`config.mk`:
```
export PLATFORM = sky130hd
export DESIGN_NAME = paged_regfile
export DESIGN_NICKNAME = d
export VERILOG_FILES = /design/src/rtl/prf_pkg.sv /design/src/rtl/prf_ctrl.sv /design/src/rtl/prf_datapath.sv /design/src/rtl/paged_regfile.sv
export SDC_FILE = /design/constraint.sdc
export NUM_CORES = 1
export LEC_CHECK = 0
export CAP_MARGIN = 20
export CORE_ASPECT_RATIO = 1.25
export CORE_MARGIN = 1.5
export CORE_UTILIZATION = 48
export CTS_CLUSTER_DIAMETER = 80
export CTS_CLUSTER_SIZE = 24
export DETAILED_ROUTE_END_ITERATION = 12
export PLACE_DENSITY_LB_ADDON = 0.2
export SLEW_MARGIN = 10
export SYNTH_ARGS = -nofsm -noshare
export SYNTH_HDL_FRONTEND = slang
export SYNTH_SLANG_ARGS = --single-unit
```
`constraint.sdc`:
```
create_clock -name clk -period 4.04 [get_ports clk]
set_clock_uncertainty 0.15 [all_clocks]
set_input_delay 0.606 -clock clk [delete_from_list [all_inputs] [get_ports clk]]
set_output_delay 0.606 -clock clk [all_outputs]
set_load 0.02 [all_outputs]
```
`src/rtl/prf_pkg.sv`:
```
package prf_pkg;
  localparam int ADDR_W      = 8;
  localparam int DATA_W      = 8;
  localparam int NUM_PAGES   = 2;
  localparam int SCRATCH_CNT = 4;
  localparam int RETAIN_CNT  = 4;
  localparam int RETAIN_BASE = 'h1C;
  localparam int PAGE_ADDR   = 'h7F;
  localparam int EXT_BASE    = 'h80;
  localparam int SIDX_W      = (SCRATCH_CNT > 1) ? $clog2(SCRATCH_CNT) : 1;
  localparam int RIDX_W      = (RETAIN_CNT > 1) ? $clog2(RETAIN_CNT) : 1;
  localparam int PG_W        = (NUM_PAGES > 1) ? $clog2(NUM_PAGES) : 1;

  typedef enum logic [1:0] {RD_ZERO, RD_PAGE, RD_RETAIN, RD_EXT} rdSel_e;

  typedef struct packed {
    logic              wrPage;
    logic              wrRetain;
    logic              wrExt;
    rdSel_e            rdSel;
    logic [RIDX_W-1:0] retIdx;
    logic [SIDX_W-1:0] extIdx;
    logic [PG_W-1:0]   pageIdx;
  } ctlStrobes_t;
endpackage

```
`src/rtl/prf_ctrl.sv`:
```
module prf_ctrl
  import prf_pkg::*;
(
  input  logic [ADDR_W-1:0] busAddr,
  input  logic              busWe,
  input  logic              busRe,
  input  logic [DATA_W-1:0] curPage,
  output ctlStrobes_t       strb
);
  localparam logic [ADDR_W-1:0] RetLo   = ADDR_W'(RETAIN_BASE);
  localparam logic [ADDR_W-1:0] RetHi   = ADDR_W'(RETAIN_BASE + RETAIN_CNT);
  localparam logic [ADDR_W-1:0] PageA   = ADDR_W'(PAGE_ADDR);
  localparam logic [ADDR_W-1:0] ExtLo   = ADDR_W'(EXT_BASE);
  localparam logic [ADDR_W-1:0] ExtSpan = ADDR_W'(SCRATCH_CNT);
  localparam logic [DATA_W-1:0] MaxPage = DATA_W'(NUM_PAGES);

  logic [ADDR_W-1:0] extOff, retOff;
  logic pageOk, extHit, retHit, pageHit;

  always_comb begin
    extOff  = busAddr - ExtLo;
    retOff  = busAddr - RetLo;
    pageOk  = (curPage != '0) && (curPage <= MaxPage);
    extHit  = busAddr[ADDR_W-1] && pageOk && (extOff < ExtSpan);
    retHit  = (busAddr >= RetLo) && (busAddr < RetHi);
    pageHit = (busAddr == PageA);

    strb          = '0;
    strb.wrPage   = busWe && pageHit;
    strb.wrRetain = busWe && retHit;
    strb.wrExt    = busWe && extHit;
    strb.retIdx   = retOff[RIDX_W-1:0];
    strb.extIdx   = extOff[SIDX_W-1:0];
    strb.pageIdx  = PG_W'(curPage - 1'b1);
    if (!busRe)       strb.rdSel = RD_ZERO;
    else if (pageHit) strb.rdSel = RD_PAGE;
    else if (retHit)  strb.rdSel = RD_RETAIN;
    else if (extHit)  strb.rdSel = RD_EXT;
    else              strb.rdSel = RD_ZERO;
  end
endmodule

```
`src/rtl/prf_datapath.sv`:
```
module prf_datapath
  import prf_pkg::*;
(
  input  logic              clk,
  input  logic              rstN,
  input  logic              bkpRstN,
  input  ctlStrobes_t       strb,
  input  logic [DATA_W-1:0] busWdata,
  output logic [DATA_W-1:0] busRdata,
  output logic [DATA_W-1:0] pageQ
);
  logic [RETAIN_CNT-1:0][DATA_W-1:0]                  retainQ;
  logic [NUM_PAGES-1:0][SCRATCH_CNT-1:0][DATA_W-1:0]  scratchQ;

  always_ff @(posedge clk or negedge rstN) begin
    if (!rstN)            pageQ <= '0;
    else if (strb.wrPage) pageQ <= busWdata;
  end

  // Backup domain: main reset does not reach these bytes.
  always_ff @(posedge clk or negedge bkpRstN) begin
    if (!bkpRstN)           retainQ <= '0;
    else if (strb.wrRetain) retainQ[strb.retIdx] <= busWdata;
  end

  for (genvar g = 0; g < NUM_PAGES; g++) begin : g_page
    always_ff @(posedge clk or negedge rstN) begin
      if (!rstN)
        scratchQ[g] <= '0;
      else if (strb.wrExt && (strb.pageIdx == PG_W'(g)))
        scratchQ[g][strb.extIdx] <= busWdata;
    end
  end

  always_comb begin
    unique case (strb.rdSel)
      RD_PAGE:   busRdata = pageQ;
      RD_RETAIN: busRdata = retainQ[strb.retIdx];
      RD_EXT:    busRdata = scratchQ[strb.pageIdx][strb.extIdx];
      default:   busRdata = '0;
    endcase
  end
endmodule

```
`src/rtl/paged_regfile.sv`:
```
module paged_regfile
  import prf_pkg::*;
(
  input  logic              clk,
  input  logic              rstN,
  input  logic              bkpRstN,
  input  logic [ADDR_W-1:0] busAddr,
  input  logic [DATA_W-1:0] busWdata,
  input  logic              busWe,
  input  logic              busRe,
  output logic [DATA_W-1:0] busRdata
);
  ctlStrobes_t       strb;
  logic [DATA_W-1:0] curPage;

  prf_ctrl u_ctrl (
    .busAddr (busAddr),
    .busWe   (busWe),
    .busRe   (busRe),
    .curPage (curPage),
    .strb    (strb)
  );

  prf_datapath u_dp (
    .clk      (clk),
    .rstN     (rstN),
    .bkpRstN  (bkpRstN),
    .strb     (strb),
    .busWdata (busWdata),
    .busRdata (busRdata),
    .pageQ    (curPage)
  );
endmodule

```
-- Word level (Yosys, flattened, before mapping)
Cells that the tools add are included.
- muxes and demuxes: 18
- bitwise operators: 1
- eq/ne operators: 4
- add/subtract/negate cells: 3
- magnitude comparators: 9
- reductions and logical operators: 12
- operators with widths (cell ; number):
    $bwmux W32 ; 3
    $mux W32 ; 2
    $bmux W8 S2 ; 2
    $demux W8 S2 ; 2
    $mux W8 ; 4
    $pmux W8 S3 ; 1
    $logic_and A1 B1 Y1 ; 11
    $eq A8 B7 Y1 const B ; 1
    $ge A8 B5 Y1 const B ; 1
    $le A8 B2 Y1 const B ; 1
    $lt A8 B3 Y1 const B ; 1
    $lt A8 B6 Y1 const B ; 1
    $mux W2 ; 4
    $reduce_bool A8 Y1 ; 1
    $sub A8 B8 Y8 const B ; 1
    $lt A2 B3 Y1 const B ; 2
    $eq A2 B2 Y1 const B ; 2
    $ge A2 B1 Y1 const B ; 2
    $eq A2 B1 Y1 const B ; 1
    $lt A1 B2 Y1 const B ; 1
    $sub A2 B1 Y2 const B ; 1
    $not A1 Y1 ; 1
    $sub A1 B1 Y1 const B ; 1
- output and inout port bits: 8
- register bits: 104
- input bits: 21

-- Longest topological paths before layout
- word-level depth: 10
- depth in mapped cells: 6

-- Hierarchy
From an unflattened synthesis, not the netlist that was laid out.
- cell total of the unflattened synthesis: 336
- area total of the unflattened synthesis: 4991.0 um^2
- modules (own cells, without submodules) (module ; seq. area each (um^2) ; times used ; area an instance (um^2) ; cells each):
    prf_datapath ; 2602.5 ; 1 ; 4860.9 ; 315
    prf_ctrl ; 0.0 ; 1 ; 130.1 ; 21

-- Worst setup path before layout
OpenSTA, ideal clock, no wires.
- path kind: reg2out
- start: reg u_dp.pageQ[3]
- end: out busRdata[0]
- arrival time: 1.842 ns
- slack: 1.442 ns
- stages on the path, launching flop included: 5
- path through: dfrtp_1 -> or4_4 -> nor4b_2 -> nand4_1 -> o22ai_1
- longest elaborated chain between the ends: 10
- ends and longest elaborated chain (item ; line ; text):
    from (decl) ; prf_datapath.sv:10 ; output logic [DATA_W-1:0] pageQ
    from (signal assigned) ; prf_datapath.sv:17 ; else if (strb.wrPage) pageQ <= busWdata;
    $le A8 B2 Y1 / $reduce_bool A8 Y1 (equally long branches) ; prf_ctrl.sv:23 ; pageOk = (curPage != '0) && (curPage <= MaxPage);
    $logic_and A1 B1 Y1 (*) ; prf_ctrl.sv:23 ;
    $logic_and A1 B1 Y1 (*) (2 in series) ; prf_ctrl.sv:24 ; extHit = busAddr[ADDR_W-1] && pageOk && (extOff < ExtSpan);
    $mux W2 (*) ; prf_ctrl.sv:38 ; else if (extHit) strb.rdSel = RD_EXT;
    $mux W2 (*) ; prf_ctrl.sv:37 ; else if (retHit) strb.rdSel = RD_RETAIN;
    $mux W2 (*) ; prf_ctrl.sv:36 ; else if (pageHit) strb.rdSel = RD_PAGE;
    $mux W2 (*) ; prf_ctrl.sv:35 ; if (!busRe) strb.rdSel = RD_ZERO;
    $eq A2 B2 Y1 / $eq A2 B1 Y1 (equally long branches) ; prf_datapath.sv:36 ; unique case (strb.rdSel)
    $pmux W8 S3 (*) ; prf_datapath.sv:36 ;
    to (decl) ; paged_regfile.sv:11 ; output logic [DATA_W-1:0] busRdata
Mark *: on every way between the ends. The rest lies on a longest branch, timed or not.

-- Worst setup path in the final report
- start: in busAddr[6]
- end: out busRdata[5]
- longest elaborated chain between the ends: 9
- ends and longest elaborated chain (item ; line ; text):
    from (decl) ; paged_regfile.sv:7 ; input logic [ADDR_W-1:0] busAddr,
    $sub A8 B8 Y8 ; prf_ctrl.sv:21 ; extOff = busAddr - ExtLo;
    $lt A8 B3 Y1 ; prf_ctrl.sv:24 ;
    $logic_and A1 B1 Y1 ; prf_ctrl.sv:24 ;
    $mux W2 ; prf_ctrl.sv:38 ;
    $mux W2 ; prf_ctrl.sv:37 ;
    $mux W2 (*) ; prf_ctrl.sv:36 ;
    $mux W2 (*) ; prf_ctrl.sv:35 ;
    $eq A2 B2 Y1 / $eq A2 B1 Y1 (equally long branches) ; prf_datapath.sv:36 ;
    $pmux W8 S3 (*) ; prf_datapath.sv:36 ;
Marked as above.

==> flow_metrics.env <==
export IMPL_yosys_warnings=0
export IMPL_synth_nets=356
export IMPL_clock_sinks=104
export IMPL_dpl_hpwl_mm=7.06
export IMPL_netlist_area_um2=5070
export IMPL_grt_max_degree=73
export IMPL_area_growth_pct=13.9
export IMPL_via_per_inst=5.94
export IMPL_p_clk_frac=0.443
export IMPL_final_min_clock_period_ns=3.67
export IMPL_reg2regPathDepth=4
export IMPL_p_int_mw=1.72
export IMPL_synth_async_reset_ratio=1.00
export IMPL_port_buffers=28
export IMPL_hold_buffers=0
export IMPL_cts_inserted_buffers=9
export IMPL_powerDensity_nw_per_um2=381
export IMPL_insertion_delay_ns=0.35
export IMPL_drtAntennaViolNets=0
export IMPL_ir_drop_uv=193
export IMPL_power_switching_mw=0.481
export IMPL_holdWs_ns=0.309
export IMPL_syn_inst=335
export IMPL_drt_iter0_drc=102
export IMPL_dp_cells=478
export IMPL_antenna_found_initial=0
export IMPL_synth_cell_types=38
export IMPL_place_gp_congestion=0.735
export IMPL_fin_tns_setup_ns=0
export IMPL_critPathKind="input pin to output port"
export IMPL_post_drt_wl_per_cell_um=21.5
export IMPL_layout_drive_gt1_share=0.447
export IMPL_die_x_um=94.9
export IMPL_cp_start_kind="input pin"
export IMPL_swShare=0.219
export IMPL_clk_path_buf_depth=2
export IMPL_root_buffer="clkbuf_16"
export IMPL_maxSlewViolCount=0
export IMPL_post_cts_setup_buffers=0
export IMPL_post_cts_resized=0
export IMPL_min_path_type="input pin to async pin"
export IMPL_dr_pass1_iters=4
export IMPL_drc=0
export IMPL_grt_overflow_total=0
export IMPL_combPwrFrac=0.068
export IMPL_htree_levels=3
export IMPL_num_antenna_cells=0
export IMPL_rr_startpoint="u_dp.pageQ[2]"
export IMPL_path_clk_slew_ns=0.07
export IMPL_arrival_ns=2.91
export IMPL_power_frac_seq=0.489
export IMPL_p_leak_nw=2.77
export IMPL_critPathCaptureType="output port"
export IMPL_max_clock_freq_ghz=0.273
export IMPL_final_net_count=381
export IMPL_grt_pass1_wl_mm=17.4
export IMPL_drv_cap=0
export IMPL_r2r_end="u_dp.scratchQ[44]"
export IMPL_syn_area_per_cell_um2=15.1
export IMPL_grtUsageTotal=0.211
export IMPL_rsz0062_at_grt="no"
export IMPL_core_area_um2=10200
export IMPL_status="completed"
export IMPL_worstPathRequired_ns=3.28
export IMPL_start_util=0.497
export IMPL_synth_edf_count=0
export IMPL_num_io_pins=29
export IMPL_hold_viol_final=0
export IMPL_cp_max_fo=8
export IMPL_synth_seq_area_share=0.513
export IMPL_rows=41
export IMPL_setup_viol=0
export IMPL_die_area_um2=11200
export IMPL_r2r_slack_ns=1.66
export IMPL_max_slew_margin_rel=0.393
export IMPL_vias=2932
export IMPL_worstMarginPinSlew_ns=0.910
export IMPL_period_share=0.908
export IMPL_layoutNonFillerInstCount=494
export IMPL_wirelength_mm=10.6
export IMPL_cts_tree="built"
export IMPL_grt_pass1_vias=3164
export IMPL_ys_flop_type="dfrtp_1"
export IMPL_synth_seq_cells=104
export IMPL_die_y_um=118
-- synthesized netlist by cell type, drive strengths merged (4+ instances only) --
master | count | area, µm²
a21oi | 7 | 35.0
buf | 11 | 61.3
dfrtp | 104 | 2600
dlygate4sd1 | 7 | 61.3
mux2 | 104 | 1170
mux2i | 24 | 240
mux4 | 16 | 360
nand3 | 4 | 57.6
nand3b | 5 | 62.6
nand4 | 4 | 37.5
nor2 | 8 | 42.5
o22ai | 15 | 93.8
-- power by group through the flow --
stage          Sequential, mW  Combinational, mW  Clock, mW
2_1_floorplan            1.09             0.0879          0
3_3_place_gp             1.10              0.149          0
3_5_place_dp             1.10              0.152          0
4_1_cts                  1.08              0.152      0.992
5_1_grt                  1.08              0.164       1.03
6_report                 1.08              0.149      0.975
-- state kept, by name, summed over array words and instances (netlist names) --
signal and count:
u_dp.scratchQ 64, u_dp.pageQ 8, u_dp.retainQ 32
-- cell families (layout without fill, tap and decap cells) --
kind of cell / Yosys count / after routing / synth area share
DFF: 104 / 104 / 0.513
xor gates and xnor gates: 1 / 1 / 0.00173
AOI/OAI and AO/OA: 23 / 23 / 0.0269
and+or+nand+nor: 42 / 42 / 0.0820
muxes: 144 / 144 / 0.350
buffers and inverters: 21 / 51 / 0.0264
-- layout by cell type (no fill, tap or decap), drive strengths merged, types with 3 or more instances in the layout --
cell           count
dfrtp            104
mux2             104
clkdlybuf4s50     26
mux2i             24
mux4              16
o22ai             15
clkbuf            12
buf                9
nor2               8
a21oi              7
nand3b             5
nand3              4
nand4              4
nor3               3
nand2              3
-- final cells by class --
class,count,area (µm²)
well taps,129,161
multi-input cells,210,2330
repair buffers,35,335
fillers,851,4440
flip-flops and latches,104,2600
clock inverters,4,73.8
clock buffers,12,267
-- critical path: stages --
cell and delay [ns]:
clkdlybuf4s50_1 0.51, or3b_2 0.63, o22ai_1 0.23, a21oi_1 0.07, o22ai_1 0.23, clkdlybuf4s50_1 0.64
-- per-stage QoR --
| stage | cell area [µm²] | utilization | total power, mW | worst slack, ns |
|---|---|---|---|---|
| after floorplan | 5070 | - | 1.18 | 1.44 |
| after global placement | 5430 | 0.532 | 1.24 | 0.401 |
| after detailed placement | 5430 | 0.532 | 1.25 | 0.387 |
| after CTS | 5770 | 0.565 | 2.22 | 0.374 |
| after global routing | 5770 | 0.565 | 2.27 | 0.262 |
| final | 5770 | 0.565 | 2.20 | 0.371 |
-- worst max-delay path by stage --
stage                     depth (start not counted)  slack [ns]     endpoint     startpoint
after global routing                              6        0.26  busRdata[1]  u_dp.pageQ[3]
after CTS                                         6        0.37  busRdata[5]     busAddr[6]
after floorplan                                   4        1.44  busRdata[0]  u_dp.pageQ[3]
final                                             6        0.37  busRdata[5]     busAddr[6]
after global placement                            6        0.40  busRdata[5]     busAddr[6]
after detailed placement                          6        0.39  busRdata[5]     busAddr[6]
-- metal layers --
layer	global-route usage	routed length, µm
met5	0	0
met4	0.0681	143
met3	0.0355	293
met2	0.342	5390
met1	0.285	4770
(Power assumes the default switching activity.)
